==> src/rtl/clkcfg_pkg.sv <==
package clkcfg_pkg;

    localparam int IDX_W = 8;

    typedef enum logic [2:0] {
        ST_IDLE,
        ST_ADDR,
        ST_ADDR_ACK,
        ST_WR_BYTE,
        ST_WR_ACK,
        ST_RD_BYTE,
        ST_RD_ACK
    } link_state_e;

    // Synchronised line levels and the bus events derived from them
    typedef struct packed {
        logic scl;
        logic sda;
        logic scl_rise;
        logic scl_fall;
        logic start;
        logic stop;
    } bus_ev_t;

    typedef struct packed {
        logic             we;
        logic [IDX_W-1:0] idx;
        logic [7:0]       data;
    } wr_req_t;

    function automatic logic addr_hit(input logic [7:0] b, input logic [6:0] dev);
        return b[7:1] == dev;
    endfunction

endpackage

==> src/rtl/clkcfg_sync.sv <==
module clkcfg_sync
    import clkcfg_pkg::*;
#(
    parameter int STAGES = 2
) (
    input  logic    clk,
    input  logic    rst,
    input  logic    scl_i,
    input  logic    sda_i,
    output bus_ev_t ev
);
    logic [STAGES-1:0] scl_q;
    logic [STAGES-1:0] sda_q;
    logic              scl_d;
    logic              sda_d;
    logic              scl_s;
    logic              sda_s;

    always_ff @(posedge clk) begin
        if (rst) begin
            scl_q <= '1;
            sda_q <= '1;
            scl_d <= 1'b1;
            sda_d <= 1'b1;
        end else begin
            scl_q <= {scl_q[STAGES-2:0], scl_i};
            sda_q <= {sda_q[STAGES-2:0], sda_i};
            scl_d <= scl_s;
            sda_d <= sda_s;
        end
    end

    assign scl_s = scl_q[STAGES-1];
    assign sda_s = sda_q[STAGES-1];

    always_comb begin
        ev.scl      = scl_s;
        ev.sda      = sda_s;
        ev.scl_rise = scl_s & ~scl_d;
        ev.scl_fall = ~scl_s & scl_d;
        ev.start    = scl_s & scl_d & sda_d & ~sda_s;
        ev.stop     = scl_s & scl_d & ~sda_d & sda_s;
    end
endmodule

==> src/rtl/clkcfg_regs.sv <==
module clkcfg_regs
    import clkcfg_pkg::*;
#(
    parameter int NUM_REGS = 3
) (
    input  logic                    clk,
    input  logic                    rst,
    input  wr_req_t                 wr,
    input  logic [IDX_W-1:0]        rd_idx,
    output logic [7:0]              rd_data,
    output logic [NUM_REGS*8-1:0]   cfg_o
);
    logic [7:0] regs [NUM_REGS];

    for (genvar g = 0; g < NUM_REGS; g++) begin : g_reg
        always_ff @(posedge clk) begin
            if (rst) begin
                regs[g] <= 8'hFF;
            end else if (wr.we && wr.idx == IDX_W'(g)) begin
                regs[g] <= wr.data;
            end
        end
        assign cfg_o[g*8 +: 8] = regs[g];
    end

    // Indices past the last register read as all ones
    always_comb begin
        rd_data = 8'hFF;
        for (int k = 0; k < NUM_REGS; k++) begin
            if (rd_idx == IDX_W'(k)) rd_data = regs[k];
        end
    end
endmodule

==> src/rtl/clkcfg_link.sv <==
module clkcfg_link
    import clkcfg_pkg::*;
#(
    parameter logic [6:0] DEV_ADDR = 7'h69,
    parameter int         NUM_REGS = 3,
    parameter int         HDR_BYTES = 2
) (
    input  logic             clk,
    input  logic             rst,
    input  bus_ev_t          ev,
    input  logic [7:0]       rd_data,
    output logic [IDX_W-1:0] rd_idx,
    output wr_req_t          wr,
    output logic             sda_oe
);
    localparam logic [IDX_W-1:0] LAST_IDX = IDX_W'(NUM_REGS);
    localparam logic [1:0]       HDR_N    = 2'(HDR_BYTES);

    link_state_e      state;
    logic [3:0]       bitcnt;
    logic [7:0]       shreg;
    logic             rw;
    logic [1:0]       hdr_cnt;
    logic [IDX_W-1:0] data_idx;
    logic             m_ack;

    assign rd_idx = data_idx;

    always_ff @(posedge clk) begin
        if (rst) begin
            state    <= ST_IDLE;
            bitcnt   <= '0;
            shreg    <= '0;
            rw       <= 1'b0;
            hdr_cnt  <= '0;
            data_idx <= '0;
            m_ack    <= 1'b0;
            sda_oe   <= 1'b0;
            wr       <= '0;
        end else begin
            wr.we <= 1'b0;
            if (ev.start) begin
                state    <= ST_ADDR;
                bitcnt   <= '0;
                data_idx <= '0;
                sda_oe   <= 1'b0;
            end else if (ev.stop) begin
                state  <= ST_IDLE;
                sda_oe <= 1'b0;
            end else begin
                unique case (state)
                    ST_IDLE: ;
                    ST_ADDR: begin
                        if (ev.scl_rise) begin
                            shreg  <= {shreg[6:0], ev.sda};
                            bitcnt <= bitcnt + 4'd1;
                        end else if (ev.scl_fall && bitcnt == 4'd8) begin
                            if (addr_hit(shreg, DEV_ADDR)) begin
                                sda_oe <= 1'b1;
                                rw     <= shreg[0];
                                state  <= ST_ADDR_ACK;
                            end else begin
                                state <= ST_IDLE;
                            end
                        end
                    end
                    ST_ADDR_ACK: begin
                        if (ev.scl_fall) begin
                            bitcnt  <= '0;
                            hdr_cnt <= '0;
                            if (rw) begin
                                state  <= ST_RD_BYTE;
                                shreg  <= rd_data;
                                sda_oe <= ~rd_data[7];
                                if (data_idx < LAST_IDX) data_idx <= data_idx + 1'b1;
                            end else begin
                                state  <= ST_WR_BYTE;
                                sda_oe <= 1'b0;
                            end
                        end
                    end
                    ST_WR_BYTE: begin
                        if (ev.scl_rise) begin
                            shreg  <= {shreg[6:0], ev.sda};
                            bitcnt <= bitcnt + 4'd1;
                        end else if (ev.scl_fall && bitcnt == 4'd8) begin
                            sda_oe <= 1'b1;
                            state  <= ST_WR_ACK;
                            if (hdr_cnt != HDR_N) begin
                                hdr_cnt <= hdr_cnt + 2'd1;
                            end else if (data_idx < LAST_IDX) begin
                                wr.we    <= 1'b1;
                                wr.idx   <= data_idx;
                                wr.data  <= shreg;
                                data_idx <= data_idx + 1'b1;
                            end
                        end
                    end
                    ST_WR_ACK: begin
                        if (ev.scl_fall) begin
                            sda_oe <= 1'b0;
                            bitcnt <= '0;
                            state  <= ST_WR_BYTE;
                        end
                    end
                    ST_RD_BYTE: begin
                        if (ev.scl_fall) begin
                            if (bitcnt == 4'd7) begin
                                sda_oe <= 1'b0;
                                state  <= ST_RD_ACK;
                            end else begin
                                shreg  <= {shreg[6:0], 1'b0};
                                sda_oe <= ~shreg[6];
                                bitcnt <= bitcnt + 4'd1;
                            end
                        end
                    end
                    ST_RD_ACK: begin
                        if (ev.scl_rise) begin
                            m_ack <= ~ev.sda;
                        end else if (ev.scl_fall) begin
                            if (m_ack) begin
                                shreg  <= rd_data;
                                sda_oe <= ~rd_data[7];
                                bitcnt <= '0;
                                state  <= ST_RD_BYTE;
                                if (data_idx < LAST_IDX) data_idx <= data_idx + 1'b1;
                            end else begin
                                sda_oe <= 1'b0;
                                state  <= ST_IDLE;
                            end
                        end
                    end
                    default: state <= ST_IDLE;
                endcase
            end
        end
    end
endmodule

==> src/rtl/clkcfg_i2c_slave.sv <==
module clkcfg_i2c_slave
    import clkcfg_pkg::*;
#(
    parameter logic [6:0] DEV_ADDR    = 7'h69,
    parameter int         NUM_REGS    = 3,
    parameter int         SYNC_STAGES = 2
) (
    input  logic                  clk,
    input  logic                  rst,
    input  logic                  scl_i,
    input  logic                  sda_i,
    output logic                  sda_oe,
    output logic [NUM_REGS*8-1:0] cfg_o
);
    bus_ev_t          ev;
    wr_req_t          wr;
    logic [IDX_W-1:0] rd_idx;
    logic [7:0]       rd_data;

    clkcfg_sync #(.STAGES(SYNC_STAGES)) sync_i (
        .clk   (clk),
        .rst   (rst),
        .scl_i (scl_i),
        .sda_i (sda_i),
        .ev    (ev)
    );

    clkcfg_link #(.DEV_ADDR(DEV_ADDR), .NUM_REGS(NUM_REGS), .HDR_BYTES(2)) link_i (
        .clk     (clk),
        .rst     (rst),
        .ev      (ev),
        .rd_data (rd_data),
        .rd_idx  (rd_idx),
        .wr      (wr),
        .sda_oe  (sda_oe)
    );

    clkcfg_regs #(.NUM_REGS(NUM_REGS)) regs_i (
        .clk     (clk),
        .rst     (rst),
        .wr      (wr),
        .rd_idx  (rd_idx),
        .rd_data (rd_data),
        .cfg_o   (cfg_o)
    );
endmodule

==> config.mk <==
export PLATFORM = sky130hd
export DESIGN_NAME = clkcfg_i2c_slave
export DESIGN_NICKNAME = d
export VERILOG_FILES = /design/src/rtl/clkcfg_pkg.sv /design/src/rtl/clkcfg_sync.sv /design/src/rtl/clkcfg_regs.sv /design/src/rtl/clkcfg_link.sv /design/src/rtl/clkcfg_i2c_slave.sv
export SDC_FILE = /design/constraint.sdc
export NUM_CORES = 1
export LEC_CHECK = 0
export BUFFER_PORTS_ARGS = -buffer_cell sky130_fd_sc_hd__buf_2
export CORE_ASPECT_RATIO = 0.6
export CORE_UTILIZATION = 40
export DETAILED_ROUTE_END_ITERATION = 10
export GPL_TIMING_DRIVEN = 1
export SLEW_MARGIN = 0
export SYNTH_ARGS = -nofsm -noshare
export SYNTH_HDL_FRONTEND = slang
export SYNTH_SLANG_ARGS = --single-unit
==> constraint.sdc <==
create_clock -name clk -period 3.8 [get_ports clk]
set_input_delay 0.19 -clock clk [delete_from_list [all_inputs] [get_ports clk]]
set_output_delay 0.19 -clock clk [all_outputs]
set_load 0.05 [all_outputs]
# After elaboration in Yosys (flattened, before gate mapping)
# Memories as Yosys holds them, arrays and structs flattened.
# Cells that the tools add are included.
[totals] reg_bits=51 ram_bits=24 input_bits=4 output_inout_bits=25 elab_cells=194 memories=1
[classes] add_sub_neg=3 n_lt_le_gt_ge=1 eq_ne=43 muxes=80 n_bitwise=23 n_reduce_logical=27
[mem_list] name="regs_i.regs" depth=3 width=8 read_ports=3 rd_clocked_by_memory_dff=0 wr=3 line_no="clkcfg_regs.sv:13" text="logic [7:0] regs [NUM_REGS];"
[op_table] operator="2-to-1 mux 8 bit" n=23
[op_table] operator="AND reduction 11 bit" n=4
[op_table] operator="2-to-1 mux 3 bit" n=12
[op_table] operator="case mux 8 bit (4 select lines)" n=1
[op_table] operator="2-to-1 mux 4 bit" n=7
[op_table] operator="inequality test 4 x 3 -> 1 bit, second input constant" n=7
[op_table] operator="2-to-1 mux 1 bit" n=26
[op_table] operator="inequality test 2 x 1 -> 1 bit, second input constant" n=13
[op_table] operator="case mux 8 bit (3 select lines)" n=1
[op_table] operator="case mux 3 bit (7 select lines)" n=1
[op_table] operator="2-to-1 mux 17 bit" n=1
[op_table] operator="equality test 8 x 1 -> 1 bit, second input constant" n=2
[op_table] operator="equality test 8 x 2 -> 1 bit, second input constant" n=2
[op_table] operator="logical NOT 8 bit" n=2
[op_table] operator="case mux 4 bit (4 select lines)" n=1
[op_table] operator="AND reduction 7 bit" n=2
[op_table] operator="NOT 1 bit" n=13
[op_table] operator="inequality test 2 bit, second input constant" n=6
[op_table] operator="inequality test 4 bit, second input constant" n=3
[op_table] operator="2-to-1 mux 2 bit" n=5
[op_table] operator="AND reduction 10 bit" n=1
[op_table] operator="equality test 3 bit, second input constant" n=3
[op_table] operator="AND reduction 9 bit" n=1
[op_table] operator="adder 8 x 1 -> 8 bit, second input constant" n=1
[op_table] operator="24 further kinds" n=39

# Longest topological paths before layout
[depth] depth_word=9 mapped_depth=10 ltp_nobuf=7

# Cells and area by module
# From an unflattened synthesis, not the netlist that was laid out.
[unflattened] cells_unflattened=358 area_unflattened_um2=3575.9
[by_module_without_submodules] module="clkcfg_link" instances=1 cells_each=244 area_each_um2=2212.1 seq_area_each_um2=900.9
[by_module_without_submodules] module="clkcfg_regs" instances=1 cells_each=96 area_each_um2=1158.6 seq_area_each_um2=720.7
[by_module_without_submodules] module="clkcfg_sync" instances=1 cells_each=18 area_each_um2=205.2 seq_area_each_um2=120.1

# Least setup slack after synthesis
# Ideal clock, no wire load.
[synth_path] path_kind="flip-flop to flip-flop" start="register link_i.wr[12] (netlist name)" end="memory regs_i.regs[0][0] (enable)" setup_time_ns=0.387 arrival_ns=1.418 required_ns=3.413 slack_ns=1.996 path_stages_with_launch=4 path_buffers=0 period_less_slack_ns=1.804 path_cell_list="dfxtp_1 > nor4b_1 > nand2_1 > o31ai_1"
[synth_lines] item="to (decl)" line_no="clkcfg_regs.sv:13"

# Worst setup path in the final report
[layout_path] start="register link_i.state[0]" end="register link_i.shreg[4]"
[layout_via] elab_chain_cells=4 word_cells_on_any_way=17 cone_classes="eq/ne (13); mux (1); reduce/logical (3)"
[layout_lines] item="from (decl)" line_no="clkcfg_link.sv:19" text="link_state_e state;"
[layout_lines] item="from (signal assigned)" line_no="clkcfg_link.sv:31" text="state <= ST_IDLE;"
[layout_lines] item="from (signal assigned)" line_no="clkcfg_link.sv:43" text="state <= ST_ADDR;"
[layout_lines] item="from (signal assigned)" line_no="clkcfg_link.sv:48" text="state <= ST_IDLE;"
[layout_lines] item="equality test 3 x 1 -> 1 bit / equality test 3 x 2 -> 1 bit (equally long branches)" line_no="clkcfg_link.sv:51" text="unique case (state)"
[layout_lines] item="OR reduction 2 bit (no line)"
[layout_lines] item="inequality test 2 x 1 -> 1 bit (no line) / nonzero test 4 bit (equally long branches)"
[layout_lines] item="AND reduction 11 bit (no line)"
[layout_lines] item="to (signal assigned)" line_no="clkcfg_link.sv:55" text="shreg <= {shreg[6:0], ev.sda};"
[layout_lines] item="to (signal assigned)" line_no="clkcfg_link.sv:73" text="shreg <= rd_data;"
[layout_lines] item="to (signal assigned)" line_no="clkcfg_link.sv:84" text="shreg <= {shreg[6:0], ev.sda};"
[layout_lines] item="to (decl)" line_no="clkcfg_link.sv:21" text="logic [7:0] shreg;"
# Several ways; a longest one is shown, not always the timed one.
# A chain may end at the register's enable or synchronous reset.

==> metrics.csv <==
metric,value,unit
count of mapped cells out of synthesis,372,
Yosys cell types,68,
Critical Path Source Type,register,
final hold vios,0,
cts bufs inserted,9,
RSZ-0062 raised after global routing,false,
dpl hpwl,6190,um
Clock Path Buffers,2,
Synth Warn #,0,
routability cong.,0.871,
clk_lat worst skew,0.34,ns
post_cts resized,0,
# nets final,404,
DR pass1 iterations,5,
crit-path max cell delay,0.86,ns
via count,2741,
die width,126,um
Setup TNS,0,ns
DRT antenna net count,0,
largest net degree at the start of global routing,28,
routed wire length,8430,um
final setup vio count,0,
Synth Flop Type,dfxtp_1,
Synth area leader,dfxtp_1,
Logic pwr share,0.031,
syn_area_per_cell,9.95,um^2
Overflow after GRT,0,
"Cell Chain, Critical Path",nand2b_1 -> a21oi_2 -> a2111oi_4 -> nand2_2 -> o32ai_1,
relative slew slack,0.263,
PortBufs,28,
share of the synthesized area in the top cell type,0.276,
Avg Vias per Cell,5.37,
Top delay family on crit path,compound AO/OA/AOI/OAI gates,
DRT iter0 DRCs,269,
slowest CP cell,dfxtp_1,
first-pass GRT wire length,13700,um
GRT Total Usage,0.187,
Max Clock Skew,0.00507,ns
Lkg Pwr,0.00149,uW
standard-cell rows,26,
fillers,821,
Sequential Power Share,0.457,
status,"finished, final reports clean",
Placed Instances,494,
Die ar.,9650,um^2
worst slew pin tran,1.10,ns
"top cells by area, synth","dfxtp_1, edfxtp_1, nand2b_1",
ys async rst share,0,
CTS Root Cell,clkbuf_16,
required time of the critical path,4.03,ns
cell internal pwr,1460,uW
synthesized net count,383,
postcts setup bufs,0,
fin crit share,0.681,
number of global-route vias before repair,2538,
CP arrival,2.82,ns
Max-Cap Viols,0,
critical setup path kind,reg -> reg,
Die H,76.5,um
"EDFF count, synth",24,
VDD IR max,0.312,mV
Achievable Freq,387,MHz
CTS tree,yes,
Layout Cells excl Fill,510,
Hold Path Class,in -> reg,
hold buffer count at cts,0,
Net Sw Frac,0.207,
synthesis-to-finish area growth,13.7,%
share of cells above drive strength 1,0.188,
core area,8750,um^2
Avg WL per Cell,16.5,um
Mapped Area,3700,um^2
Pins Over Slew Limit,0,
CTS H-Tree Depth,3,
"Clk pin slew, worst setup/hold paths",0.06,ns
minimum clock period,2.59,ns
initial cell density of the core,0.423,
Sink Count,75,
Yosys reg bits,75,
n_diodes,0,
CP max FO,24,
CP Capture Type,register,
register area share after synthesis,0.471,
sw power,381,uW
Ports,29,
DRC viols,0,
worst path bufs/invs,0,
clock network power share,0.512,
initial antenna violation count,0,
PwrDens,437,nW/um^2
==> worst register-to-register path, delay by kind of cell (launching register included) <==
family,cells,cell delay [ns]
DFF,1,0.86
and+or+nand+nor,2,0.51
AOI/OAI and AO/OA,3,1.12
==> Yosys cell counts, types with 8 or more instances <==
| master | instances |
|---|---|
| inv_1 | 19 |
| a21oi_1 | 16 |
| nand2b_1 | 23 |
| edfxtp_1 | 24 |
| and3_1 | 9 |
| mux2i_1 | 8 |
| a221oi_1 | 8 |
| dfxtp_1 | 51 |
| nand2_1 | 37 |
| o21ai_0 | 9 |
| nor2_1 | 32 |
==> worst paths after layout <==
path,from,to,slack [ns],depth (start not counted)
worst max-delay path,link_i.state[0]$_SDFFE_PP0P_,link_i.shreg[4]$_SDFFE_PP0P_,1.21,5
worst min-delay path,sda_i,sync_i.sda_q[0]$_SDFF_PP1_,0.03,2
worst max register to register,link_i.state[0]$_SDFFE_PP0P_,link_i.shreg[4]$_SDFFE_PP0P_,1.21,5
worst min register to register,sync_i.scl_q[0]$_SDFF_PP1_,sync_i.scl_q[1]$_SDFF_PP1_,0.41,1
==> kinds of logic (layout without fill, tap and decap cells) <==
family                   after synthesis  after routing  synth area share
AO/OA/AOI/OAI                         82             82             0.184
multiplexers                           8              8            0.0216
flip-flops                            75             75             0.471
AND/OR/NAND/NOR                      157            157             0.238
XOR/XNOR                               2              2           0.00474
adder cells (fa/ha/maj)                7              7            0.0237
buffers and inverters                 41             67            0.0572
==> layout by cell type, fill, tap and decap left out, types with 2 or more instances in the layout <==
| cell | count |
|---|---|
| a211o_1 | 2 |
| o21ai_0 | 9 |
| or2b_1 | 6 |
| buf_2 | 28 |
| nand2b_1 | 23 |
| mux2i_1 | 8 |
| dfxtp_1 | 51 |
| or2_2 | 6 |
| nand3_1 | 6 |
| and2_1 | 6 |
| nand3b_1 | 5 |
| o22ai_1 | 2 |
| and3_1 | 9 |
| inv_1 | 19 |
| o211ai_1 | 3 |
| a221oi_1 | 8 |
| a2111oi_4 | 3 |
| buf_4 | 3 |
| nor2_1 | 32 |
| nor3_1 | 3 |
| ha_1 | 7 |
| a21oi_1 | 16 |
| o21a_1 | 2 |
| o32ai_1 | 6 |
| clkbuf_16 | 11 |
| a31oi_1 | 3 |
| a31o_2 | 3 |
| o21ba_2 | 2 |
| edfxtp_1 | 24 |
| and2b_1 | 2 |
| nand2_1 | 37 |
| a211oi_1 | 7 |
| nor4_1 | 2 |
| xnor2_1 | 2 |
| nor2b_1 | 6 |
==> power groups by stage <==
| stage | clock network [uW] | logic [uW] | registers (uW) |
|---|---|---|---|
| 6_report | 939 | 57.1 | 840 |
| 3_3_place_gp | 0 | 56.5 | 857 |
| 3_5_place_dp | 0 | 56.8 | 857 |
| 5_1_grt | 997 | 61.9 | 840 |
| 2_1_floorplan | 0 | 36.5 | 862 |
| 4_1_cts | 963 | 57.1 | 839 |
==> cell type report <==
cell class                      count  area [um^2]  area share
Clock inverter                      4         50.0      0.0119
Tap cell                          112          140      0.0333
Multi-Input combinational cell    256         1750       0.415
Clock buffer                       12          289      0.0687
Timing Repair Buffer               31          163      0.0387
Sequential cell                    75         1740       0.414
Inverter                           20         75.1      0.0179
==> sequential cells by signal, indices dropped and copies added (netlist names) <==
name            count
sync_i.sda_d        1
link_i.shreg        8
link_i.rw           1
regs_i.regs        24
link_i.m_ack        1
link_i.rd_idx       8
link_i.bitcnt       4
link_i.state        3
sync_i.sda_q        2
sync_i.scl_q        2
link_i.hdr_cnt      2
sync_i.scl_d        1
link_i.wr          17
link_i.sda_oe       1
==> per-stage QoR <==
stage,setup slack (ns),hold slack [ns],cell area [um^2],util,power [uW]
4_1_cts,1.27,0.0201,4210,0.481,1860
3_5_place_dp,1.31,0.376,3870,0.442,914
3_3_place_gp,1.38,0.375,3870,0.442,913
5_1_grt,1.04,0.0252,4210,0.481,1900
6_report,1.21,0.0343,4210,0.481,1840
2_1_floorplan,2.00,0.294,3700,-,898
==> metal layers <==
layer	global-route usage	vias up	wire length, um
met5	0	-	0
met4	0.0699	0	42
met3	0.0456	6	426
met2	0.225	73	3160
met1	0.304	1294	4800
li1	-	1368	-
Power figures use the tool's default switching activity.
